## src/rtl/mesh_cs_pkg.sv

```systemverilog
package mesh_cs_pkg;
    localparam int NPORT = 5;
    localparam int PIDW  = 3;

    typedef logic [PIDW-1:0] pidx_t;

    typedef enum int {
        P_NORTH = 0,
        P_EAST  = 1,
        P_SOUTH = 2,
        P_WEST  = 3,
        P_LOCAL = 4
    } port_e;

    typedef struct packed {
        logic [NPORT-1:0]  held;
        pidx_t [NPORT-1:0] conn;
        pidx_t [NPORT-1:0] ptr;
    } ctl_t;
endpackage

```

## src/rtl/cs_xy_route.sv

```systemverilog
module cs_xy_route
    import mesh_cs_pkg::*;
#(
    parameter int XW   = 2,
    parameter int YW   = 2,
    parameter int MY_X = 1,
    parameter int MY_Y = 2
) (
    input  logic [XW+YW-1:0] dest,
    output logic [NPORT-1:0] dir
);
    logic [XW-1:0] dx;
    logic [YW-1:0] dy;

    assign dx = dest[XW+YW-1:YW];
    assign dy = dest[YW-1:0];

    always_comb begin
        dir = '0;
        if (dx > XW'(MY_X))      dir[P_EAST]  = 1'b1;
        else if (dx < XW'(MY_X)) dir[P_WEST]  = 1'b1;
        else if (dy > YW'(MY_Y)) dir[P_NORTH] = 1'b1;
        else if (dy < YW'(MY_Y)) dir[P_SOUTH] = 1'b1;
        else                     dir[P_LOCAL] = 1'b1;
    end
endmodule

```

## src/rtl/cs_rr_arbiter.sv

```systemverilog
module cs_rr_arbiter
    import mesh_cs_pkg::*;
(
    input  logic [NPORT-1:0] req,
    input  pidx_t            ptr,
    output logic             valid,
    output pidx_t            idx
);
    always_comb begin
        valid = 1'b0;
        idx   = '0;
        for (int k = 0; k < NPORT; k++) begin
            int c;
            c = (int'(ptr) + k) % NPORT;
            if (!valid && req[c]) begin
                valid = 1'b1;
                idx   = pidx_t'(c);
            end
        end
    end
endmodule

```

## src/rtl/cs_crossbar.sv

```systemverilog
module cs_crossbar
    import mesh_cs_pkg::*;
#(
    parameter int W = 8
) (
    input  logic [NPORT-1:0]        held,
    input  pidx_t [NPORT-1:0]       conn,
    input  logic [NPORT-1:0][W-1:0] din,
    output logic [NPORT-1:0][W-1:0] dout
);
    for (genvar o = 0; o < NPORT; o++) begin : g_out
        assign dout[o] = held[o] ? din[conn[o]] : '0;
    end
endmodule

```

## src/rtl/mesh_cs_router.sv

```systemverilog
module mesh_cs_router
    import mesh_cs_pkg::*;
#(
    parameter int XW   = 2,
    parameter int YW   = 2,
    parameter int DW   = 8,
    parameter int MY_X = 1,
    parameter int MY_Y = 2,
    localparam int AW  = XW + YW
) (
    input  logic                     clk,
    input  logic                     rst_n,
    input  logic [NPORT-1:0]         req_in,
    input  logic [NPORT-1:0][AW-1:0] addr_in,
    input  logic [NPORT-1:0][DW-1:0] data_in,
    output logic [NPORT-1:0]         grant_out,
    output logic [NPORT-1:0]         req_out,
    output logic [NPORT-1:0][AW-1:0] addr_out,
    output logic [NPORT-1:0][DW-1:0] data_out,
    input  logic [NPORT-1:0]         grant_in
);
    ctl_t st_d, st_q;

    logic [NPORT-1:0][NPORT-1:0] dir;
    logic [NPORT-1:0][NPORT-1:0] cand;
    logic [NPORT-1:0]            busy;
    logic [NPORT-1:0]            win_v;
    pidx_t [NPORT-1:0]           win_i;
    logic [NPORT-1:0]            held_q;
    pidx_t [NPORT-1:0]           conn_q;

    assign held_q = st_q.held;
    assign conn_q = st_q.conn;

    for (genvar i = 0; i < NPORT; i++) begin : g_route
        cs_xy_route #(.XW(XW), .YW(YW), .MY_X(MY_X), .MY_Y(MY_Y)) u_route (
            .dest (addr_in[i]),
            .dir  (dir[i])
        );
    end

    always_comb begin
        busy      = '0;
        grant_out = '0;
        for (int o = 0; o < NPORT; o++) begin
            for (int i = 0; i < NPORT; i++) begin
                if (st_q.held[o] && st_q.conn[o] == pidx_t'(i)) begin
                    busy[i]      = 1'b1;
                    grant_out[i] = grant_in[o];
                end
            end
        end
    end

    always_comb begin
        for (int o = 0; o < NPORT; o++) begin
            for (int i = 0; i < NPORT; i++) begin
                cand[o][i] = req_in[i] & dir[i][o] & ~busy[i];
            end
        end
    end

    for (genvar o = 0; o < NPORT; o++) begin : g_arb
        cs_rr_arbiter u_arb (
            .req   (cand[o]),
            .ptr   (st_q.ptr[o]),
            .valid (win_v[o]),
            .idx   (win_i[o])
        );
    end

    always_comb begin
        st_d = st_q;
        for (int o = 0; o < NPORT; o++) begin
            if (st_q.held[o]) begin
                if (!req_in[st_q.conn[o]]) st_d.held[o] = 1'b0;
            end else if (win_v[o]) begin
                st_d.held[o] = 1'b1;
                st_d.conn[o] = win_i[o];
                st_d.ptr[o]  = (win_i[o] == pidx_t'(NPORT-1)) ? '0 : win_i[o] + pidx_t'(1);
            end
        end
    end

    always_ff @(posedge clk or negedge rst_n) begin
        if (!rst_n) st_q <= '0;
        else        st_q <= st_d;
    end

    assign req_out = st_q.held;

    cs_crossbar #(.W(AW)) u_xbar_addr (
        .held (st_q.held),
        .conn (st_q.conn),
        .din  (addr_in),
        .dout (addr_out)
    );

    cs_crossbar #(.W(DW)) u_xbar_data (
        .held (st_q.held),
        .conn (st_q.conn),
        .din  (data_in),
        .dout (data_out)
    );
endmodule

```

## config.mk

```make
export PLATFORM = sky130hd
export DESIGN_NAME = mesh_cs_router
export DESIGN_NICKNAME = d
export VERILOG_FILES = /design/src/rtl/mesh_cs_pkg.sv /design/src/rtl/cs_xy_route.sv /design/src/rtl/cs_rr_arbiter.sv /design/src/rtl/cs_crossbar.sv /design/src/rtl/mesh_cs_router.sv
export SDC_FILE = /design/constraint.sdc
export NUM_CORES = 1
export LEC_CHECK = 0
export ABC_AREA = 1
export BUFFER_PORTS_ARGS = -buffer_cell sky130_fd_sc_hd__clkbuf_2
export CAP_MARGIN = 10
export CORE_ASPECT_RATIO = 2
export CORE_MARGIN = 4
export CORE_UTILIZATION = 32
export DETAILED_ROUTE_END_ITERATION = 12
export HOLD_SLACK_MARGIN = 0.1
export PLACE_DENSITY = 0.47
export SLEW_MARGIN = 20
export SYNTH_ARGS = -nofsm -noshare
export SYNTH_HDL_FRONTEND = slang
export SYNTH_SLANG_ARGS = --single-unit
export TNS_END_PERCENT = 30
```

## constraint.sdc

```tcl
create_clock -name clk -period 11.11 [get_ports clk]
set_input_delay 1.111 -clock clk [delete_from_list [all_inputs] [get_ports clk]]
set_output_delay 1.111 -clock clk [all_outputs]
set_load 0.05 [all_outputs]
```

==> results of run 1 <==
[synthesized netlist by cell type (9+ instances only)]
master,n
a31oi_1,10
nor2_4,15
dfrtp_1,35
nor2_2,16
nand3b_1,12
nand4_1,33
buf_4,9
ha_1,115
xor2_1,34
nor3_1,11
o22ai_1,51
o211ai_1,11
a21oi_1,39
o2111ai_1,33
inv_2,55
clkbuf_1,30
a221oi_1,28
nand2_2,30
o21ai_1,41
inv_1,257
nand2_1,575
nand3_2,26
nand3_1,152
o21ai_0,83
nor2_1,96
[metal layers]
layer	part of all wire, %	track usage [%]	vias up
met5	0.027	0	-
met4	6.1	12.8	2
met3	4.3	1.69	123
met2	53	47.7	466
met1	36	25.2	6134
li1	-	-	6514
[path summary, 6_finish.rpt]
| path | startpoint | end | slack, ns | cells after the start |
|---|---|---|---|---|
| worst max-delay path | st_q[9]$_DFFE_PN0P_ | st_q[10]$_DFFE_PN0P_ | 6.07 | 31 |
| worst max register to register | st_q[9]$_DFFE_PN0P_ | st_q[10]$_DFFE_PN0P_ | 6.07 | 31 |
| min in group asynchronous | rst_n | st_q[14]$_DFFE_PN0P_ | 0.94 | 1 |
| max in group asynchronous | rst_n | st_q[9]$_DFFE_PN0P_ | 9.55 | 1 |
| worst min register to register | conn_q[8]$_DFFE_PN0P_ | conn_q[8]$_DFFE_PN0P_ | 0.54 | 2 |
| worst min-delay path | conn_q[8]$_DFFE_PN0P_ | conn_q[8]$_DFFE_PN0P_ | 0.54 | 2 |
[layout make-up]
class | instances | area, um^2
clock buffers | 5 | 125
clock inverters | 3 | 23.8
inverters | 318 | 1200
multi-input cells | 1494 | 8810
well taps | 441 | 552
fillers | 3939 | 22000
flip-flops and latches | 35 | 876
repair buffers | 154 | 803
[cell families (layout without fill, tap and decap cells)]
group                    count (synthesis)  after routing  share of synthesized area (%)
buffers and inverters                  365            480                           12.9
multiplexers                             2              2                          0.180
adder cells (fa/ha/maj)                117            117                           13.3
AND/OR/NAND/NOR                        996            996                           42.0
AO/OA/AOI/OAI                          341            341                           20.2
flip-flops                              35             35                           7.87
XOR/XNOR                                38             38                           3.56
[cells in the final DEF (no fill, tap or decap), types with 30 or more instances in the layout]
| cell type | n |
|---|---|
| a21oi_1 | 39 |
| clkbuf_2 | 140 |
| dfrtp_1 | 35 |
| ha_1 | 115 |
| inv_1 | 257 |
| inv_2 | 55 |
| nand2_1 | 575 |
| nand2_2 | 30 |
| nand3_1 | 152 |
| nand4_1 | 33 |
| nor2_1 | 95 |
| o2111ai_1 | 33 |
| o21ai_0 | 83 |
| o21ai_1 | 41 |
| o22ai_1 | 51 |
| xor2_1 | 34 |
[worst max-delay path, delay by kind of cell, from the launching register on]
family | cells | cell delay, ns
AOI/OAI and AO/OA | 2 | 0.14
DFF | 1 | 0.71
and+or+nand+nor | 17 | 1.73
xor gates and xnor gates | 1 | 0.28
buffers and inverters | 7 | 0.98
adders and majority gates | 4 | 1.06
[stage by stage]
step / hold WS, ns / cells / setup slack [ns] / area [um^2] / utilization (%)
after global placement: 0.521 / 2442 / 6.12 / 12200 / 35.7
after global routing: 0.605 / 2450 / 5.47 / 12400 / 36.1
after detailed placement: 0.525 / 2442 / 6.07 / 12200 / 35.7
final: 0.536 / 2450 / 6.07 / 12400 / 36.1
after floorplan: 0.499 / 1894 / 6.99 / 11100 / -
after CTS: 0.543 / 2450 / 6.04 / 12400 / 36.1
[registers in the layout, summed over array words and instances (netlist names)]
| name | count |
|---|---|
| req_out | 5 |
| conn_q | 15 |
| st_q | 15 |
==> flow_summary.ini, run 1 <==
[timing]
clock.fmax_mhz = 199
min_period_ns = 5.04
finalHoldViolCount = 0
worst_pin_slew_ns = 1.02
final_max_slew_viol_count = 0
skew_ns = 0.0113
relSlewSlack_pct = 31.9
setup_violations = 0
rsz0062_at_grt = false
tns_ns = 0
period_share_pct = 45.3

[floorplanning]
num_rows = 96
coreArea_mm2 = 0.0344
die_area_mm2 = 0.0380
num_io_pins = 142
dieWidth_um = 140
start_util_pct = 32.4
die_h_um = 272

[clock_tree]
cts_tree = yes
cts.path.max_buffers = 2
cts.sinks = 35
cts_resized = 0
cts.clk_slew.worst_paths_ns = 0.07
htreeDepth = 2
clk_latency_ns = 0.30
numCtsBuffers = 5
cts_root_buf = clkbuf_16
cts_setup_buffers = 0
cts_hold_buf = 0

[detailed_routing]
drtIter0Drc = 926
first_pass_iters = 9
avgRoutedWirePerCell_um = 19.7
wirelength_um = 48200
drc = 0
dr_total_vias = 13239
vias_per_cell = 5.40
ant_nets = 0

[worst_setup_path]
max_stage_delay_ns = 0.71
slowest_stage = dfrtp_1
arrival_ns = 5.21
critPathRequiredTime_ns = 11.28
cp-start-kind = flip-flop
critical_path_class = flip-flop to flip-flop
cp-end-kind = flip-flop
cp_common_cell = nand2_1
cp_max_fo = 16

[run_status]
status = completed

[job]
drv_cap = 0

[grt]
antenna_found_initial = 1
grt_use_total_pct = 24.3
grt_pass1_wl_um = 73400
grt_max_degree = 36
grt_pass1_vias = 12890
overflow = 0

[yosys]
ys_seq_area_share_pct = 7.87
ys_seq_elements = 35
ys_types = 61
synth-edff-count = 0
avgSynthCellArea_um2 = 5.87
syn-cell-area_mm2 = 0.0111
syn_inst = 1894
dominantRegCellSynth = dfrtp_1
yosys.area.top_type = nand2_1
yosys_warnings = 0
synth.net_count = 2083
synth_top_cells_by_area = nand2_1 19%, ha_1 13%, inv_1 8.7%
yosysTopAreaCellShare_pct = 19.4
synthArstFlopShare_pct = 100

[final_layout]
final_nets = 2197
diodes = 0
drive_above_1_share_pct = 17.5
area_growth_pct = 11.4

[place]
place.gp.congestion = 0.923
portBuffers = 141
hpwl_um = 39300

[worst_hold_path]
hold_class = flip-flop to flip-flop
Power of run 1 is left out: the tool's default activity adds up to more than one toggle a clock period on the data nets, which glitch-free logic cannot reach.
==> inputs of run 2 (changes only) <==
--- a/config.mk
+++ b/config.mk
@@ -13,7 +13,7 @@
 export CORE_UTILIZATION = 32
 export DETAILED_ROUTE_END_ITERATION = 12
 export HOLD_SLACK_MARGIN = 0.1
-export PLACE_DENSITY = 0.47
+export PLACE_DENSITY = 0.49
 export SLEW_MARGIN = 20
 export SYNTH_ARGS = -nofsm -noshare
 export SYNTH_HDL_FRONTEND = slang
==> constraint.sdc (replaced) <==
create_clock -name clk -period 4.2 [get_ports clk]
set_input_delay 0.42 -clock clk [delete_from_list [all_inputs] [get_ports clk]]
set_output_delay 0.42 -clock clk [all_outputs]
set_load 0.05 [all_outputs]
==> flow_summary.ini, run 2 (synthesized netlist as in run 1, its figures left out) <==
[grt]
grt_pass1_vias = 13689
grt_pass1_wl_um = 76200
antenna_found_initial = 0
grt_max_degree = 36
overflow = 0
grt_use_total_pct = 25.3

[detailed_routing]
wirelength_um = 50200
first_pass_iters = 5
ant_nets = 0
drc = 0
avgRoutedWirePerCell_um = 19.9
drtIter0Drc = 926
dr_total_vias = 13803
vias_per_cell = 5.46

[final_layout]
final_nets = 2275
mostFrequentLayoutCells = 551 x nand2_1, 245 x inv_1, 144 x nand3_1, 140 x clkbuf_2, 103 x ha_1
final_common_cell = nand2_1
regArea_um2 = 880
area_growth_pct = 19.9
diodes = 0
multiInputGateArea_mm2 = 0.00914
layoutNonFillerInstCount = 2528
drive_above_1_share_pct = 24.5
fin_area_mm2 = 0.0133
fill_cells = 3860

[clock_tree]
htreeDepth = 2
clk_latency_ns = 0.30
cts.sinks = 35
cts.clk_slew.worst_paths_ns = 0.06
numCtsBuffers = 5
cts.path.max_buffers = 2
cts_hold_buf = 0
cts_tree = yes
cts_root_buf = clkbuf_16

[timing]
clock.fmax_mhz = 254
skew_ns = 0.00934
final_max_slew_viol_count = 0
min_period_ns = 3.94
setup_violations = 0
relSlewSlack_pct = 32.4
finalHoldViolCount = 0
period_share_pct = 93.7
tns_ns = 0
worst_pin_slew_ns = 1.01
finalHoldWorstSlack_ns = 0.282

[worst_setup_path]
crit_end = st_q[10]$_DFFE_PN0P_
max_stage_delay_ns = 0.36
arrival_ns = 4.12
cp-start-kind = flip-flop
critical_path_class = flip-flop to flip-flop
r2r-start = st_q[10]$_DFFE_PN0P_
regToRegEndpoint = st_q[10]$_DFFE_PN0P_
slowest_stage = dfrtp_1
r2r_slack_ns = 0.26
cp_max_fo = 6
critPathRequiredTime_ns = 4.38
cp-end-kind = flip-flop
cp-startpoint = st_q[10]$_DFFE_PN0P_
reg2regPathDepth = 31

[floorplanning]
coreArea_mm2 = 0.0344
num_io_pins = 142
start_util_pct = 32.4
die_h_um = 272
die_area_mm2 = 0.0380
dieWidth_um = 140
num_rows = 96

[place]
place_inst = 2501
place.gp.congestion = 0.992
postPlaceCellArea_mm2 = 0.0127
hpwl_um = 41200
portBuffers = 141

[job]
drv_cap = 0

[worst_hold_path]
hold_class = primary input to asynchronous set/reset pin

[run_status]
status = completed
run 2: worst max-delay path: cells and delay by family (launching register included):
family / cells / cell delay [ns]
and+or+nand+nor: 16 / 1.66
adders and majority gates: 4 / 0.87
buffers and inverters: 8 / 0.56
DFF: 1 / 0.36
xor gates and xnor gates: 1 / 0.20
AOI/OAI and AO/OA: 2 / 0.15
run 2: stage by stage:
stage                     util (%)  setup slack (ns)
after floorplan                  -            0.0792
after global placement        36.9           -0.0774
after detailed placement      36.9           -0.0921
after CTS                     37.4            0.0225
after global routing          38.8           -0.0830
final                         38.8             0.265
run 2: worst min path at each step:
stage | slack [ns] | depth (start not counted) | end
finish | 0.28 | 1 | st_q[13]$_DFFE_PN0P_
floorplan | 0.12 | 0 | conn_q[0]$_DFFE_PN0P_
global placement | 0.52 | 2 | conn_q[8]$_DFFE_PN0P_
CTS | 0.34 | 1 | conn_q[14]$_DFFE_PN0P_
detailed placement | 0.52 | 2 | conn_q[8]$_DFFE_PN0P_
global route | 0.34 | 1 | st_q[13]$_DFFE_PN0P_
run 2: area by class of cell:
cell class | instances | share of cell area (%)
Clock buffer | 5 | 0.938
Clock inverter | 3 | 0.328
Inverter | 318 | 9.05
Multi-Input combinational cell | 1494 | 68.5
Sequential cell | 35 | 6.59
Tap cell | 441 | 4.14
Timing Repair Buffer | 232 | 10.4
run 2: metal layers:
layer / vias to the layer above / track usage [%] / share of wire [%]
met4: 0 / 18.1 / 8.0
met5: - / 0 / 0
met3: 185 / 1.97 / 4.5
met2: 555 / 48.9 / 54
met1: 6396 / 24.7 / 34
li1: 6667 / - / -
run 2: timing repair:
item                       in CTS  in global routing
resized for setup               4                 93
setup endpoints to repair       6                 25
hold endpoints to repair        0                  0
setup buffers                   0                 19
pin swaps                       0                 34
Power of run 2 is left out for the same reason.
==> inputs of run 3 (changes only) <==
--- a/config.mk
+++ b/config.mk
@@ -11,6 +11,7 @@
 export CORE_ASPECT_RATIO = 2
 export CORE_MARGIN = 4
 export CORE_UTILIZATION = 32
+export CTS_BUF_LIST = sky130_fd_sc_hd__clkbuf_8
 export DETAILED_ROUTE_END_ITERATION = 12
 export HOLD_SLACK_MARGIN = 0.1
 export PLACE_DENSITY = 0.49
==> flow_summary.ini, run 3 (synthesized netlist as in run 1, its figures left out) <==
[floorplanning]
die_area_mm2 = 0.0380
die_h_um = 272
num_rows = 96
dieWidth_um = 140
num_io_pins = 142
start_util_pct = 32.4
coreArea_mm2 = 0.0344

[detailed_routing]
drtIter0Drc = 873
drc = 0
ant_nets = 0
vias_per_cell = 5.48
first_pass_iters = 10
wirelength_um = 50400
avgRoutedWirePerCell_um = 19.9
dr_total_vias = 13866

[place]
portBuffers = 141
hpwl_um = 41200
place_inst = 2501
place.gp.congestion = 0.992

[grt]
antenna_found_initial = 0
overflow = 0
grt_pass1_vias = 13715
grt_pass1_wl_um = 76200
grt_use_total_pct = 25.3
grt_max_degree = 36

[timing]
min_period_ns = 3.93
setup_violations = 0
skew_ns = 0.0108
relSlewSlack_pct = 33.0
finalHoldViolCount = 0
final_max_slew_viol_count = 0
period_share_pct = 93.7
worst_pin_slew_ns = 1.01
clock.fmax_mhz = 254

[final_layout]
final_nets = 2278
final_common_cell = nand2_1
final_util_pct = 38.8
mostFrequentLayoutCells = 550 x nand2_1, 245 x inv_1, 143 x nand3_1, 140 x clkbuf_2, 102 x ha_1
layoutNonFillerInstCount = 2531
diodes = 0
area_growth_pct = 19.7
regArea_um2 = 880
fill_cells = 3860
multiInputGateArea_mm2 = 0.00915
drive_above_1_share_pct = 24.8

[clock_tree]
cts.path.max_buffers = 2
clk_latency_ns = 0.32
cts_root_buf = clkbuf_8
cts_tree = yes
htreeDepth = 2
cts_hold_buf = 0
cts.sinks = 35
cts.clk_slew.worst_paths_ns = 0.08
numCtsBuffers = 5

[worst_hold_path]
hold_class = primary input to asynchronous set/reset pin

[worst_setup_path]
cp-end-kind = flip-flop
max_stage_delay_ns = 0.37
cp_max_fo = 6
critical_path_class = flip-flop to flip-flop
slowest_stage = dfrtp_1
critPathRequiredTime_ns = 4.41
arrival_ns = 4.14
cp-start-kind = flip-flop

[run_status]
status = completed

[job]
drv_cap = 0
run 3: cell type report:
cell class	instances	area share, %
sequential	35	6.60
tap	441	4.14
clock buffer	5	0.517
inverter	318	9.07
clock inverter	3	0.329
multi-input combinational	1494	68.7
timing repair buffer	235	10.6
run 3: final timing paths:
kind / start / to / slack, ns / cells past startpoint
max: st_q[10]$_DFFE_PN0P_ / st_q[10]$_DFFE_PN0P_ / 0.27 / 31
min: rst_n / st_q[13]$_DFFE_PN0P_ / 0.26 / 1
max reg2reg: st_q[10]$_DFFE_PN0P_ / st_q[10]$_DFFE_PN0P_ / 0.27 / 31
min reg2reg: conn_q[8]$_DFFE_PN0P_ / conn_q[8]$_DFFE_PN0P_ / 0.55 / 2
max in group asynchronous: rst_n / st_q[11]$_DFFE_PN0P_ / 3.23 / 1
min in group clk: conn_q[8]$_DFFE_PN0P_ / conn_q[8]$_DFFE_PN0P_ / 0.55 / 2
run 3: routing by layer:
| layer | up-vias | wire [um] | GRT usage, % |
|---|---|---|---|
| met5 | - | 0 | 0 |
| met3 | 209 | 2210 | 2.06 |
| met1 | 6416 | 17200 | 24.6 |
| met2 | 567 | 26800 | 48.7 |
| met4 | 0 | 4200 | 18.3 |
| li1 | 6674 | - | - |
run 3: worst max-delay path: cells and delay by family (launching register included):
| family | cells | cell delay (ns) |
|---|---|---|
| buf+inv | 8 | 0.56 |
| simple gates | 16 | 1.66 |
| xor+xnor | 1 | 0.20 |
| flops | 1 | 0.37 |
| compound gates | 2 | 0.16 |
| fa+ha+maj | 4 | 0.86 |
run 3: metrics by stage:
step                TNS (ns)  instance area [um^2]  setup slack (ns)  hold WS (ns)
detailed placement    -0.189                 12700           -0.0921         0.522
floorplan                  0                 11100            0.0792         0.124
CTS                        0                 12800            0.0196         0.315
finish                     0                 13300             0.266         0.256
global route          -0.416                 13300           -0.0831         0.312
global placement      -0.146                 12700           -0.0774         0.521
run 3: what timing repair did:
item | 4_1_cts | 5_1_grt
endpoints found under the hold margin | 0 | 0
pin swaps | 0 | 39
endpoints found under the setup margin | 6 | 25
resized for setup | 4 | 97
setup buffers | 0 | 22
Power of run 3 is left out for the same reason.
